File: config.mk
export PLATFORM = sky130hd
export DESIGN_NAME = bin2bcd_seq
export DESIGN_NICKNAME = d
export VERILOG_FILES = /design/src/rtl/bin2bcd_pkg.sv /design/src/rtl/bcd_digit_step.sv /design/src/rtl/bin2bcd_datapath.sv /design/src/rtl/bin2bcd_ctrl.sv /design/src/rtl/bin2bcd_seq.sv
export SDC_FILE = /design/constraint.sdc
export NUM_CORES = 1
export LEC_CHECK = 0
export ABC_AREA = 0
export CAP_MARGIN = 25
export CORE_ASPECT_RATIO = 1.25
export CORE_MARGIN = 1.5
export CORE_UTILIZATION = 49
export CTS_BUF_LIST = sky130_fd_sc_hd__clkbuf_16
export CTS_CLUSTER_DIAMETER = 60
export DETAILED_ROUTE_END_ITERATION = 16
export PLACE_DENSITY = 0.72
export REMOVE_ABC_BUFFERS = 1
export SLEW_MARGIN = 10
export SYNTH_ARGS = -nofsm -noshare
export SYNTH_HDL_FRONTEND = slang
export SYNTH_SLANG_ARGS = --single-unit
File: constraint.sdc
create_clock -name clk -period 2.1 [get_ports clk]
set_input_delay 0.63 -clock clk [delete_from_list [all_inputs] [get_ports clk]]
set_output_delay 0.63 -clock clk [all_outputs]
set_load 0.005 [all_outputs]
File: src/rtl/bin2bcd_pkg.sv
package bin2bcd_pkg;

  typedef enum logic [1:0] {
    ST_IDLE = 2'd0,
    ST_RUN  = 2'd1,
    ST_DONE = 2'd2
  } convState_t;

  typedef struct packed {
    logic clearAcc;
    logic loadOp;
    logic stepEn;
    logic capture;
  } convStrobes_t;

endpackage

File: src/rtl/bcd_digit_step.sv
module bcd_digit_step (
  input  logic [3:0] digIn,
  input  logic       carryIn,
  output logic [3:0] digOut,
  output logic       carryOut
);
  logic [4:0] rawSum;
  logic [4:0] fixedSum;

  always_comb begin
    rawSum   = {digIn, carryIn};
    fixedSum = rawSum + 5'd6;
    if (rawSum > 5'd9) begin
      digOut   = fixedSum[3:0];
      carryOut = 1'b1;
    end else begin
      digOut   = rawSum[3:0];
      carryOut = 1'b0;
    end
  end
endmodule

File: src/rtl/bin2bcd_datapath.sv
module bin2bcd_datapath
  import bin2bcd_pkg::*;
#(
  parameter int IN_W   = 8,
  parameter int DIGITS = 3
) (
  input  logic                  clk,
  input  logic                  rstN,
  input  convStrobes_t          strobes,
  input  logic [IN_W-1:0]       binIn,
  output logic [DIGITS*4-1:0]   resultOut
);
  localparam int ACC_W = DIGITS * 4;

  logic [IN_W-1:0]  opReg;
  logic [ACC_W-1:0] accReg;
  logic [ACC_W-1:0] accNext;
  logic [ACC_W-1:0] resultReg;
  logic [DIGITS:0]  carryChain;

  assign carryChain[0] = opReg[IN_W-1];

  for (genvar d = 0; d < DIGITS; d++) begin : gDigit
    bcd_digit_step uStep (
      .digIn    (accReg[d*4 +: 4]),
      .carryIn  (carryChain[d]),
      .digOut   (accNext[d*4 +: 4]),
      .carryOut (carryChain[d+1])
    );
  end

  always_ff @(posedge clk) begin
    if (!rstN) begin
      opReg     <= '0;
      accReg    <= '0;
      resultReg <= '0;
    end else begin
      if (strobes.loadOp)
        opReg <= binIn;
      else if (strobes.stepEn)
        opReg <= {opReg[IN_W-2:0], 1'b0};

      if (strobes.clearAcc)
        accReg <= '0;
      else if (strobes.stepEn)
        accReg <= accNext;

      if (strobes.capture)
        resultReg <= accReg;
    end
  end

  assign resultOut = resultReg;

  for (genvar d = 0; d < DIGITS; d++) begin : gDigitCheck
    assert_acc_digits_bcd_R5: assert property (@(posedge clk) disable iff (!rstN)
      accReg[d*4 +: 4] <= 4'd9);
  end

  assert_clear_R6: assert property (@(posedge clk) disable iff (!rstN)
    strobes.clearAcc |=> (accReg == '0));

  assert_result_hold_R8: assert property (@(posedge clk) disable iff (!rstN)
    !strobes.capture |=> $stable(resultReg));

endmodule

File: src/rtl/bin2bcd_ctrl.sv
module bin2bcd_ctrl
  import bin2bcd_pkg::*;
#(
  parameter int IN_W = 8
) (
  input  logic         clk,
  input  logic         rstN,
  input  logic         startStb,
  output convStrobes_t strobes,
  output logic         doneStb
);
  localparam int CNT_W = $clog2(IN_W + 1);
  localparam logic [CNT_W-1:0] LAST_STEP = CNT_W'(IN_W - 1);

  convState_t      state;
  logic [CNT_W-1:0] stepCount;

  always_comb begin
    strobes          = '0;
    strobes.clearAcc = (state == ST_IDLE) && startStb;
    strobes.loadOp   = (state == ST_IDLE) && startStb;
    strobes.stepEn   = (state == ST_RUN);
    strobes.capture  = (state == ST_DONE);
  end

  always_ff @(posedge clk) begin
    if (!rstN) begin
      state     <= ST_IDLE;
      stepCount <= '0;
      doneStb   <= 1'b0;
    end else begin
      doneStb <= 1'b0;
      unique case (state)
        ST_IDLE: begin
          stepCount <= '0;
          if (startStb) state <= ST_RUN;
        end
        ST_RUN: begin
          stepCount <= stepCount + 1'b1;
          if (stepCount == LAST_STEP) state <= ST_DONE;
        end
        ST_DONE: begin
          doneStb <= 1'b1;
          state   <= ST_IDLE;
        end
        default: state <= ST_IDLE;
      endcase
    end
  end

  assert_done_single_R3: assert property (@(posedge clk) disable iff (!rstN)
    doneStb |=> !doneStb);

  assert_count_bound_R4: assert property (@(posedge clk) disable iff (!rstN)
    (state == ST_RUN) |=> (stepCount <= CNT_W'(IN_W)));

  assert_busy_start_ignored_R7: assert property (@(posedge clk) disable iff (!rstN)
    (state == ST_RUN && startStb && stepCount != LAST_STEP) |=> (state == ST_RUN));

endmodule

File: src/rtl/bin2bcd_seq.sv
module bin2bcd_seq
  import bin2bcd_pkg::*;
#(
  parameter int IN_W   = 8,
  parameter int DIGITS = 3
) (
  input  logic                clk,
  input  logic                rstN,
  input  logic                startStb,
  input  logic [IN_W-1:0]     binIn,
  output logic [DIGITS*4-1:0] bcdOut,
  output logic                doneStb
);
  convStrobes_t strobes;

  bin2bcd_ctrl #(.IN_W(IN_W)) uCtrl (
    .clk      (clk),
    .rstN     (rstN),
    .startStb (startStb),
    .strobes  (strobes),
    .doneStb  (doneStb)
  );

  bin2bcd_datapath #(.IN_W(IN_W), .DIGITS(DIGITS)) uPath (
    .clk       (clk),
    .rstN      (rstN),
    .strobes   (strobes),
    .binIn     (binIn),
    .resultOut (bcdOut)
  );

  assert_reset_state_R1: assert property (@(posedge clk)
    $past(!rstN) |-> (bcdOut == '0 && !doneStb));

endmodule

==> metrics.txt <==
GRT Total Usage 21.17%; startpoint class of the critical path flip-flop; initial DRC count 87; top_reg_cell synth dfxtp_1; Placer Congestion 0.7803; layout net count 278; capturing point of the worst reg2reg path uPath.accReg[10]; sequential-to-total area share from yosys stat 41.99%; FF-to-FF path depth 7; Hold EP uCtrl.state[1]; Worst slew margin 65.42%; wire length per cell 13.67 um; YS warnings 0; Min-Delay Path Depth 1; # rows 24; Max Cap Viol 0; Leakage 0.8804 nW; Area contributors post-synth dfxtp_1 42%, nand2_1 9.1%, a21boi_0 7.7%; DP Wirelength 2.683 mm; Final Hold Vio Count 0; largest net degree at the start of global routing 20; Sink Count 39; Worst R2R Start uPath.accReg[0]; initial antenna violation count 0; Synth Cell Area 1859 um2; ANT cells 0; CP Data Required Time 2.29 ns; CTS root buf clkbuf_16; drt drc 2; DRT Wirelength 4.100 mm; H-tree depth 2; WHS 0.4510 ns; average cell area after synthesis 8.490 um2; die area 4175 um2; Reg clk slew, reported paths 0.06 ns; Initial Utilization 52.03%; filler cell count 267; Layout area overhead 34.52%; worst slew pin tran 0.5187 ns; Final Worst Setup Slack -0.1373 ns; TritonCTS clock tree yes; core area 3573 um2; Power Dens Cells 729.1 nW/um2; FFs w/ async S/R, synth 0%; post-route minimum period 2.237 ns; grt total ovfl 0; Port Buffers 23; post-route antenna net violation count 0; #FFs+latches synth 39; post-synth top area share 41.99%; vias in the first global route 1486; DRT Pass-1 Iters 11; die width 58.10 um; Cell Count, Final, Fillers Out 300; area of placed instances 2221 um2; maximum clock path buffer count 2; # hold bufs at CTS 0; worst-case clock skew 0.004138 ns; Cells after Synth 219; Setup CP Type flip-flop to flip-flop; io pins 24; first-pass GRT wire length 6.775 mm; vias per inst 5.457; cell area after layout 2501 um2; later-pin clock latency in the skew report 0.28 ns; Max Fclk 447.0 MHz; crit end category flip-flop; fraction of layout cells with a size suffix above 1 18.39%; CTS Buf Count 5; RSZ-0062 raised after global routing yes; hold path start uCtrl.stepCount[3]; post-synth cell types 36; hold crit path type flip-flop to flip-flop; outcome finished with violations; final core utilization 69.99%; r2r setup slk -0.14 ns; final setup fails 1; placed insts 286; fin crit share 106.5%; Vias 1637; worst endpoint data arrival time 2.43 ns; Final Slew Violations 0; peak supply drop 0.4365 mV; die height 71.87 um; failing checks design-rule violations, negative setup slack; critical path fanouts, max 3; Final Power 1.824 mW; number of synthesized flops with an enable pin 0; area leader, netlist dfxtp_1
## routing by layer
layer / share of wire [%] / track usage (%) / wire length (um) / vias up
met5: 0 / 0 / 0 / -
met4: 1.0 / 6.202 / 43 / 0
met3: 3.9 / 5.415 / 159 / 5
met2: 52 / 36.36 / 2112 / 42
met1: 44 / 25.82 / 1785 / 748
li1: - / - / - / 842
## state kept, by name (all words and copies together) (netlist names)
register,flops
uPath.accReg,12
uPath.resultOut,12
uPath.opReg,8
uCtrl.stepCount,4
uCtrl.state,2
uCtrl.doneStb,1
## layout by cell type (no fill, tap or decap), types with 3 or more instances in the layout
master,n
buf_6,5
clkbuf_16,5
nor2b_1,5
and2_1,3
nand2b_1,5
a21oi_1,8
clkdlybuf4s50_1,23
o21ai_0,7
nor3_1,4
buf_4,18
nand2_1,43
ha_1,6
a22oi_1,9
dfxtp_1,37
a21boi_0,19
nor2_1,15
a211oi_1,4
o211ai_1,3
inv_1,8
## stage by stage
step           setup TNS, ns  setup WS, ns
2_1_floorplan        -0.2107       -0.2107
3_3_place_gp        -0.09274      -0.09274
3_5_place_dp         -0.1642       -0.1642
4_1_cts             -0.09882      -0.09882
5_1_grt              -0.2174       -0.1586
6_report             -0.1373       -0.1373
## cells in the mapped netlist (2+ instances only)
master and instances:
nand2b_1 5, a21oi_1 8, a31oi_1 2, and2_1 3, ha_1 7, o21a_1 2
a22oi_1 9, a211oi_1 4, nand3_1 3, nor3_1 4, xnor2_1 2, inv_1 10
o21ai_0 7, nand2_1 45, o211ai_1 3, a21boi_0 19, nor2b_1 5, nor2_1 15
dfxtp_1 39, clkbuf_1 11
## logic make-up after synthesis
logic type,after synthesis,share of synthesized area (%)
buffers and inverters,22,4.441
AOI/OAI and AO/OA,62,25.44
muxes,1,0.6056
DFF,39,41.99
adders and majority gates,7,4.710
and+or+nand+nor,86,21.87
xor gates and xnor gates,2,0.9423
## worst max-delay path, stage by stage, from the launching register on
cell and delay (ns):
dfxtp_2 0.33, buf_6 0.11, nor4b_4 0.34, a311oi_4 0.07, a311o_4 0.44, and3_4 0.16
or4b_4 0.48, a311oi_2 0.21
## power breakdown
part | leakage, nW | switching [mW] | internal [mW] | total [mW]
logic | 0.481 | 0.102 | 0.0986 | 0.200
registers | 0.318 | 0.0229 | 0.763 | 0.785
clock network | 0.0812 | 0.285 | 0.553 | 0.838
## how the worst max path moves through the flow
stage | depth (start not counted) | to | startpoint | slack [ns]
floorplan | 7 | uPath.accReg[10] | uPath.accReg[0] | -0.21
global placement | 8 | uPath.accReg[10] | uPath.accReg[1] | -0.09
detailed placement | 8 | uPath.accReg[10] | uPath.accReg[1] | -0.16
CTS | 7 | uPath.accReg[10] | uPath.accReg[1] | -0.1
global route | 7 | uPath.accReg[10] | uPath.accReg[0] | -0.16
finish | 7 | uPath.accReg[10] | uPath.accReg[0] | -0.14
## repair_timing
item                       CTS  global route
gates resized for setup     14             6
setup endpoints to repair    1             3
pin swaps                    5             5
buffers inserted             5             1
## area by class of cell
cell class                      count  area, um2  area share [%]
Multi-Input combinational cell    158       1044           41.72
Sequential cell                    39      785.8           31.42
Timing Repair Buffer               46      421.7           16.86
Clock buffer                        5      125.1           5.002
Tap cell                           39      48.80           1.951
Clock inverter                      3      38.79           1.551
Inverter                           10      37.54           1.501
(Power assumes the default switching activity.)
